==> config.mk <==
export PLATFORM = sky130hd
export DESIGN_NAME = spi_dual_master
export DESIGN_NICKNAME = d
export VERILOG_FILES = /design/src/rtl/spi_dm_pkg.sv /design/src/rtl/spi_dm_phase.sv /design/src/rtl/spi_dm_shift.sv /design/src/rtl/spi_dm_cs.sv /design/src/rtl/spi_dual_master.sv
export SDC_FILE = /design/constraint.sdc
export NUM_CORES = 1
export LEC_CHECK = 0
export BUFFER_PORTS_ARGS = -buffer_cell sky130_fd_sc_hd__buf_2
export CORE_UTILIZATION = 50
export DETAILED_ROUTE_END_ITERATION = 8
export GPL_ROUTABILITY_DRIVEN = 0
export PLACE_DENSITY = 0.72
export SYNTH_ARGS = -nofsm -noshare
export SYNTH_HDL_FRONTEND = slang
export SYNTH_SLANG_ARGS = --single-unit
==> constraint.sdc <==
create_clock -name clk -period 2.3 [get_ports clk]
set_input_delay 0.115 -clock clk [delete_from_list [all_inputs] [get_ports clk]]
set_output_delay 0.115 -clock clk [all_outputs]
set_load 0.03 [all_outputs]
==> src/rtl/spi_dm_pkg.sv <==
package spi_dm_pkg;
   typedef enum logic [1:0] {
      ST_IDLE = 2'd0,
      ST_LOW  = 2'd1,
      ST_HIGH = 2'd2,
      ST_GAP  = 2'd3
   } dm_state_e;
endpackage

==> src/rtl/spi_dm_phase.sv <==
module spi_dm_phase #(
   parameter int DIV_W = 8
) (
   input  logic             clk,
   input  logic             rst_n,
   input  logic             run,
   input  logic [DIV_W-1:0] lim,
   output logic             phase_end
);
   logic [DIV_W-1:0] cnt;

   assign phase_end = run && (cnt == lim);

   always_ff @(posedge clk or negedge rst_n) begin
      if (!rst_n)                 cnt <= '0;
      else if (!run || phase_end) cnt <= '0;
      else                        cnt <= cnt + 1'b1;
   end


   cnt_bound_chk: assert property (@(posedge clk) disable iff (!rst_n)
      run |-> (cnt <= lim));

   lim_clamp_chk: assert property (@(posedge clk) disable iff (!rst_n)
      run |-> (lim != '0));
endmodule

==> src/rtl/spi_dm_shift.sv <==
module spi_dm_shift #(
   parameter int DATA_W = 8
) (
   input  logic              clk,
   input  logic              rst_n,
   input  logic              load,
   input  logic [DATA_W-1:0] tx_in,
   input  logic              shift_en,
   input  logic              dual,
   input  logic              sample_en,
   input  logic              miso,
   output logic              tx_hi,
   output logic              tx_lo,
   output logic [DATA_W-1:0] rx
);
   logic [DATA_W-1:0] sh;

   assign tx_hi = sh[DATA_W-1];
   assign tx_lo = sh[DATA_W-2];

   always_ff @(posedge clk or negedge rst_n) begin
      if (!rst_n) begin
         sh <= '0;
         rx <= '0;
      end else begin
         if (load)          sh <= tx_in;
         else if (shift_en) sh <= dual ? {sh[DATA_W-3:0], 2'b00} : {sh[DATA_W-2:0], 1'b0};
         if (load)           rx <= '0;
         else if (sample_en) rx <= {rx[DATA_W-2:0], miso};
      end
   end


   no_load_sample_chk: assert property (@(posedge clk) disable iff (!rst_n)
      !(load && (shift_en || sample_en)));
endmodule

==> src/rtl/spi_dm_cs.sv <==
module spi_dm_cs #(
   parameter int NUM_CS = 3,
   parameter int SEL_W  = 2
) (
   input  logic              clk,
   input  logic              rst_n,
   input  logic              load,
   input  logic [SEL_W-1:0]  sel,
   input  logic              release_all,
   input  logic              in_gap,
   input  logic [NUM_CS-1:0] pol,
   output logic [NUM_CS-1:0] cs_o
);
   logic [NUM_CS-1:0] act, act_nxt;

   for (genvar i = 0; i < NUM_CS; i++) begin : g_sel
      assign act_nxt[i] = (sel == SEL_W'(i));
      assign cs_o[i]    = act[i] ? pol[i] : ~pol[i];
   end

   always_ff @(posedge clk or negedge rst_n) begin
      if (!rst_n)           act <= '0;
      else if (load)        act <= act_nxt;
      else if (release_all) act <= '0;
   end


   cs_onehot_chk: assert property (@(posedge clk) disable iff (!rst_n)
      $onehot0(act));

   gap_release_chk: assert property (@(posedge clk) disable iff (!rst_n)
      in_gap |-> (act == '0));
endmodule

==> src/rtl/spi_dual_master.sv <==
module spi_dual_master
   import spi_dm_pkg::*;
#(
   parameter int DATA_W  = 8,
   parameter int NUM_CS  = 3,
   parameter int DIV_W   = 8,
   parameter int GAP_CYC = 4,
   parameter int SEL_W   = (NUM_CS > 1) ? $clog2(NUM_CS + 1) : 1
) (
   input  logic              clk,
   input  logic              rst_n,
   input  logic [DIV_W-1:0]  div_cfg,
   input  logic [NUM_CS-1:0] cs_pol,
   input  logic              req_valid,
   output logic              req_ready,
   input  logic [DATA_W-1:0] req_data,
   input  logic              req_has_data,
   input  logic              req_dual,
   input  logic [SEL_W-1:0]  req_cs_sel,
   input  logic              req_cs_change,
   input  logic              req_last,
   output logic              rsp_valid,
   output logic [DATA_W-1:0] rsp_data,
   output logic              busy,
   output logic              sck,
   output logic              mosi,
   output logic              mosi2,
   input  logic              miso,
   output logic [NUM_CS-1:0] cs_o
);
   localparam int BC_W = $clog2(DATA_W);
   localparam int GC_W = (GAP_CYC > 1) ? $clog2(GAP_CYC) : 1;
   localparam logic [BC_W-1:0] LAST_SINGLE = BC_W'(DATA_W - 1);
   localparam logic [BC_W-1:0] LAST_DUAL   = BC_W'(DATA_W / 2 - 1);

   if (DATA_W < 4 || (DATA_W % 2) != 0) begin : g_bad_w
      $error("DATA_W must be even and at least 4");
   end
   if (GAP_CYC < 1) begin : g_bad_gap
      $error("GAP_CYC must be at least 1");
   end
   if (DIV_W < 2) begin : g_bad_div
      $error("DIV_W must be at least 2");
   end

   dm_state_e        state;
   logic [DIV_W-1:0] half_lim;
   logic             dual_q, chg_q, last_q;
   logic [BC_W-1:0]  bitcnt;
   logic [GC_W-1:0]  gcnt;
   logic             phase_end, active, accept, last_bit, done;
   logic             tx_hi, tx_lo;

   assign active    = (state == ST_LOW) || (state == ST_HIGH);
   assign accept    = req_valid && (state == ST_IDLE);
   assign last_bit  = bitcnt == (dual_q ? LAST_DUAL : LAST_SINGLE);
   assign done      = (state == ST_HIGH) && phase_end && last_bit;
   assign req_ready = (state == ST_IDLE);
   assign busy      = (state != ST_IDLE);
   assign mosi      = active && tx_hi;
   assign mosi2     = active && dual_q && tx_lo;

   always_ff @(posedge clk or negedge rst_n) begin
      if (!rst_n) begin
         state     <= ST_IDLE;
         half_lim  <= DIV_W'(1);
         dual_q    <= 1'b0;
         chg_q     <= 1'b0;
         last_q    <= 1'b0;
         bitcnt    <= '0;
         gcnt      <= '0;
         sck       <= 1'b0;
         rsp_valid <= 1'b0;
      end else begin
         rsp_valid <= 1'b0;
         unique case (state)
            ST_IDLE: if (req_valid) begin
               half_lim <= (div_cfg == '0) ? DIV_W'(1) : div_cfg;
               dual_q   <= req_dual;
               chg_q    <= req_cs_change;
               last_q   <= req_last;
               bitcnt   <= '0;
               state    <= ST_LOW;
            end
            ST_LOW: if (phase_end) begin
               sck   <= 1'b1;
               state <= ST_HIGH;
            end
            ST_HIGH: if (phase_end) begin
               sck <= 1'b0;
               if (last_bit) begin
                  rsp_valid <= 1'b1;
                  gcnt      <= '0;
                  state     <= (chg_q && !last_q) ? ST_GAP : ST_IDLE;
               end else begin
                  bitcnt <= bitcnt + 1'b1;
                  state  <= ST_LOW;
               end
            end
            ST_GAP: begin
               if (gcnt == GC_W'(GAP_CYC - 1)) state <= ST_IDLE;
               else                            gcnt  <= gcnt + 1'b1;
            end
            default: state <= ST_IDLE;
         endcase
      end
   end

   spi_dm_phase #(.DIV_W(DIV_W)) phase_i (
      .clk(clk), .rst_n(rst_n), .run(active), .lim(half_lim), .phase_end(phase_end)
   );

   spi_dm_shift #(.DATA_W(DATA_W)) shift_i (
      .clk(clk), .rst_n(rst_n), .load(accept),
      .tx_in(req_has_data ? req_data : '0),
      .shift_en((state == ST_HIGH) && phase_end && !last_bit),
      .dual(dual_q),
      .sample_en((state == ST_LOW) && phase_end),
      .miso(miso), .tx_hi(tx_hi), .tx_lo(tx_lo), .rx(rsp_data)
   );

   spi_dm_cs #(.NUM_CS(NUM_CS), .SEL_W(SEL_W)) cs_i (
      .clk(clk), .rst_n(rst_n), .load(accept), .sel(req_cs_sel),
      .release_all(done && (chg_q ^ last_q)), .in_gap(state == ST_GAP),
      .pol(cs_pol), .cs_o(cs_o)
   );


   high_data_stable_chk: assert property (@(posedge clk) disable iff (!rst_n)
      (sck && $past(sck)) |-> ($stable(mosi) && $stable(mosi2)));

   rsp_pulse_chk: assert property (@(posedge clk) disable iff (!rst_n)
      rsp_valid |=> !rsp_valid);

   cs_quiet_high_chk: assert property (@(posedge clk) disable iff (!rst_n)
      sck |-> $stable(cs_o));

   ready_sck_low_chk: assert property (@(posedge clk) disable iff (!rst_n)
      req_ready |-> (!sck && !mosi && !mosi2));
endmodule

[Word-level counts from Yosys, hierarchy flattened]
Cells that the tools add are included.
Cells by class
  $add $sub $neg: 3
  multiply operators: 0
  divide/modulo/power cells: 0
  magnitude comparators: 0
  eq/ne operators: 15
  shift-type cells: 0
  mux-type cells: 35
  bitwise gates (word level): 4
  reduce and logical (&&, ||, !) cells: 31
Operators with widths (number)
  2-to-1 mux 8 bit: 8
  2-to-1 mux 2 bit: 9
  2-to-1 mux 3 bit: 6
  != test 2 bit (second input constant): 7
  nonzero test 2 bit: 7
  AND reduction 4 bit: 3
  logical AND 1 bit: 11
  adder 8 x 1 -> 8 bit (second input constant): 1
  == test 2 bit (second input constant): 4
  == test 8 bit: 1
  logical NOT 8 bit: 1
  2-to-1 mux 1 bit: 8
  one-hot mux 2 bit (4 select lines): 1
  one-hot mux 3 bit (2 select lines): 1
  == test 2 x 1 -> 1 bit (second input constant): 2
  logical NOT 2 bit: 2
  one-hot mux 2 bit (2 select lines): 1
  adder 3 x 1 -> 3 bit (second input constant): 1
  == test 3 bit: 1
  logical NOT 1 bit: 3
  inverter 1 bit: 3
  AND reduction 3 bit: 1
  adder 2 x 1 -> 2 bit (second input constant): 1
  logical OR 1 bit: 2
  other kinds (3): 3
Word-level totals
  register bits: 47
  latch bits: 0
  RAM bits: 0
  ROM bits: 0
  input port bits: 29
  output and inout port bits: 17
  word-level logic and storage cells: 101
  memories: 0

[Longest topological paths before layout]
  depth in word-level cells: 8
  mapped depth: 7
  mapped depth without buffers: 6

[Hierarchy]
A second synthesis with hierarchy kept.
Unflattened totals
  cells, all modules: 245
  area, all modules: 2675.1 µm²
By module, submodules not included
  spi_dual_master: times used 1, cells an instance 115, area an instance 1196.1 µm², sequential area each 501.7 µm²
  spi_dm_shift: times used 1, cells an instance 69, area an instance 812.0 µm², sequential area each 400.4 µm²
  spi_dm_phase: times used 1, cells an instance 46, area an instance 500.5 µm², sequential area each 200.2 µm²
  spi_dm_cs: times used 1, cells an instance 15, area an instance 166.4 µm², sequential area each 75.1 µm²

[Worst setup path after synthesis]
No wires, ideal clock.
  kind: flip-flop to flip-flop
  start: register state[0]
  end: register shift_i.sh[1]
  setup time: 82 ps
  data arrival time: 2109 ps
  data required time: 2218 ps
  path slack: 109 ps
  stages on the path, launching flop included: 8
  path buffers: 1
  clock period less this slack: 2191 ps
  cell sequence: dfrtp_1 inv_1 ha_1 nand4_1 or4_4 buf_6 or3b_1 a31oi_1
Between the ends
  longest elaborated chain between the ends: 6
  elaborated cells on any way between the ends: 10
  those cells by class: eq/ne (2); mux (1); reduce/logical (7)
Ends and longest elaborated chain
  from (decl): line spi_dual_master.sv:46  | dm_state_e state;
  from (signal assigned): line spi_dual_master.sv:94  | state <= (chg_q && !last_q) ? ST_GAP : ST_IDLE;
  == test 2 x 1 -> 1 bit or == test 2 bit (tied branches): line spi_dual_master.sv:54, spi_dual_master.sv:116
  logical OR 1 bit: line spi_dual_master.sv:54  | assign active = (state == ST_LOW) || (state == ST_HIGH);
  logical AND 1 bit: line spi_dm_phase.sv:12  | assign phase_end = run && (cnt == lim);
  logical AND 1 bit (2 in series): line spi_dual_master.sv:116  | .shift_en((state == ST_HIGH) && phase_end && !last_bit),
  nonzero test 2 bit (no source line)
  to (signal assigned): line spi_dm_shift.sv:26  | if (load) sh <= tx_in;
  to (signal assigned): line spi_dm_shift.sv:27  | else if (shift_en) sh <= dual ? {sh[DATA_W-3:0], 2'b00} : {sh[DATA_W-2:0], 1'b0};
  to (decl): line spi_dm_shift.sv:16  | logic [DATA_W-1:0] sh;
Several ways; a longest one is shown, not always the timed one.
A chain may end at the register's enable or synchronous reset.

[Final worst setup path]
Ends and elaborated chain as after synthesis.

==> metrics <==
status=finished clean; Final WS setup=between 0.2 and 0.25 ns; first-pass GRT wire length=between 8000 and 9000 um; Worst-path clk slew=approximately 0.090 ns; largest cells by area after synthesis=dfrtp_1, mux2i_1, nand2_1; RSZ-0062 raised after global routing=no; share of layout cells above drive strength 1=0.2557; Yosys cell types=40; final setup fails=0; Synth-to-Final Area Change=18.78%; TNS Setup=0 ns; die width=72.69 um; Tot Pwr=around 3400 uW; sequential fraction of the synthesis area=0.4712; Hold/Removal Path Class=input pin to flip-flop; peak supply drop=approximately 0.66 mV; largest area contributor in the netlist=dfrtp_1; total gr overflow=0; final-report hold violation count=0; power share of the sequential group=0.371; switching share of power=0.3976; crit path DAT=roughly 2.3 ns; total CTS buffers=5; Post-Syn Area=~2500 sq um; initial antenna violation count=0; syn nets=just under 300; Detailed Route Iter0 Violations=about 140; Max-Cap Viols=0; area of the core=roughly 4800 sq um; die area=5284 sq um; Rel. slew slack=0.6632; post-CTS resize count=0; max-slew violations=0; first drt pass iteration count=4; vias in the first global route=between 1,500 and 2,000; fillers=roughly 420; CTS root buffer=clkbuf_8; # hold bufs at CTS=1; critical-path maximum fanout=4; Syn Area/Cell=9.799 sq um; largest net degree at the start of global routing=33; max layer used=met4; GRT Overall Usage=0.2087; H-Tree Depth=2; CP Capture Type=flip-flop; Post-CTS Setup Bufs=0; # clock sinks=47; most common cell in the netlist=dfrtp_1; highest clock rate=478.3 MHz; met3 wire length=between 150 and 200 um; ys flop type=dfrtp_1; most instantiated cells after synthesis=dfrtp_1, nand2_1, nor2_1; Crit Path Category=flip-flop to flip-flop; Clock Power Share=0.179; Initial Util=0.5255; Yosys top cell area share=0.4607; Mapped Cells=around 260; Slew @ Worst Pin=~0.5 ns; Logic pwr share=0.450; post-route antenna net violation count=0; hold_ws=between 0.015 and 0.02 ns; wirelength, routed=5060 um; synthesized flop and latch total=47; pre-CTS setup slack=0.2175 ns; post-layout min period=roughly 2.1 ns; HPWL after detailed placement=3768 um; yosys warns=0; Final nets=345; TritonCTS clock tree=yes; CP Launch Type=flip-flop; dpl cells=around 370; CP max stage cell=or4_4; wire length on met1=~2300 um; cell breakdown of the critical path=inv_1 -> ha_1 -> nand4_1 -> or4_4 -> or3b_1 -> a31oi_1; DR vias/cell=5.293; insertion delay to the later sink of the worst-skew pair=approximately 0.29 ns; Die Y=between 70 and 80 um; Cell Int Power=just over 2000 uW; vias=roughly 2,000; Max clock buf depth=2; Top Ports=46; Buffers on Ports=45; P_sw=approximately 1400 uW; largest stage delay on the critical path=0.51 ns; CP Data Required Time=approximately 2.5 ns; Routed WL per cell=~13 um; Finished Layout Cells=approximately 380; Antenna diodes=0; Post-synth EDFFs=0; Post-route DRC=0; WL met2=~2500 um; Worst Skew=approximately 0.0072 ns; PwrDens=between 1000 and 1500 nW/um^2; row count=25; period utilization=0.9090; leakage power=about 0.0015 uW; fraction of registers with async set/reset=1.000
worst max-delay path: cells and delay by family, from the launching register on:
family,cells,cell delay [ns]
and+or+nand+nor,3,1.03
DFF,1,0.41
adders and majority gates,1,0.31
AOI/OAI and AO/OA,1,0.16
buffers and inverters,1,0.09
final cells by class:
class	instances	area, sq um	share of cell area
multi-input combinational	189	1241	0.4182
clock inverter	2	35.03	0.01180
sequential	47	1177	0.3967
inverter	8	30.03	0.01012
timing repair buffer	57	317.8	0.1071
tap	67	83.83	0.02825
clock buffer	6	82.58	0.02782
stage by stage:
stage	cell area (sq um)	util
after detailed placement	2840	0.5974
after global placement	2840	0.5974
after global routing	2968	0.6242
after CTS	2968	0.6242
after floorplan	2499	-
final	2968	0.6242
worst paths after layout:
check,startpoint,end,slack (ns),cells after the start
setup reg to reg,state[0]$_DFFE_PN0P_,shift_i.sh[1]$_DFFE_PN0P_,0.21,6
max in group asynchronous,rst_n,half_lim[0]$_DFFE_PN1P_,1.35,3
min in group asynchronous,rst_n,cs_i.act[0]$_DFFE_PN0P_,0.30,2
hold / removal,req_dual,dual_q$_DFFE_PN0P_,0.02,3
hold reg to reg,bitcnt[0]$_DFFE_PN0P_,bitcnt[0]$_DFFE_PN0P_,0.49,1
setup / recovery,state[0]$_DFFE_PN0P_,shift_i.sh[1]$_DFFE_PN0P_,0.21,6
routing by layer:
metal  vias up  GRT usage
met3         6    0.03039
li1        981          -
met1       961     0.2760
met4         0    0.06100
met5         -          0
met2        42     0.3572
logic make-up (layout without fill, tap and decap cells):
kind of cell,after synthesis,count (layout),synth area share
AOI/OAI and AO/OA,33,33,0.08262
xor gates and xnor gates,18,18,0.06309
adders and majority gates,8,8,0.04006
buffers and inverters,19,73,0.03205
DFF,47,47,0.4712
muxes,23,23,0.09514
and+or+nand+nor,107,107,0.2158
layout by cell type (no fill, tap or decap), drive strengths merged, types with 2 or more instances in the layout:
| cell | count |
|---|---|
| nand2b | 4 |
| inv | 8 |
| xnor2 | 12 |
| dfrtp | 46 |
| xor2 | 6 |
| nor3 | 4 |
| nand4 | 4 |
| a21oi | 7 |
| nor4 | 4 |
| clkbuf | 6 |
| nor3b | 3 |
| and2 | 4 |
| buf | 56 |
| and3 | 5 |
| nor2 | 22 |
| a31o | 4 |
| nand2 | 35 |
| a31oi | 4 |
| mux2i | 17 |
| o21ai | 12 |
| nor2b | 2 |
| nand3 | 16 |
| ha | 8 |
| mux2 | 6 |
power by group through the flow:
stage          Sequential [uW]  Clock (uW)  Combinational [uW]
3_3_place_gp              1280           0                1520
4_1_cts                   1280         636                1560
3_5_place_dp              1290           0                1550
5_1_grt                   1300         663                1750
6_report                  1280         618                1550
2_1_floorplan             1250           0                1160
state kept, by name, summed over array words and instances, names as in the netlist:
register     flops
shift_i.rx       8
bitcnt           3
gcnt             2
dual_q           1
shift_i.sh       8
sck              1
last_q           1
half_lim         8
cs_i.act         3
rsp_valid        1
chg_q            1
phase_i.cnt      8
state            2
Note: power is estimated with default switching activity, not from simulation.
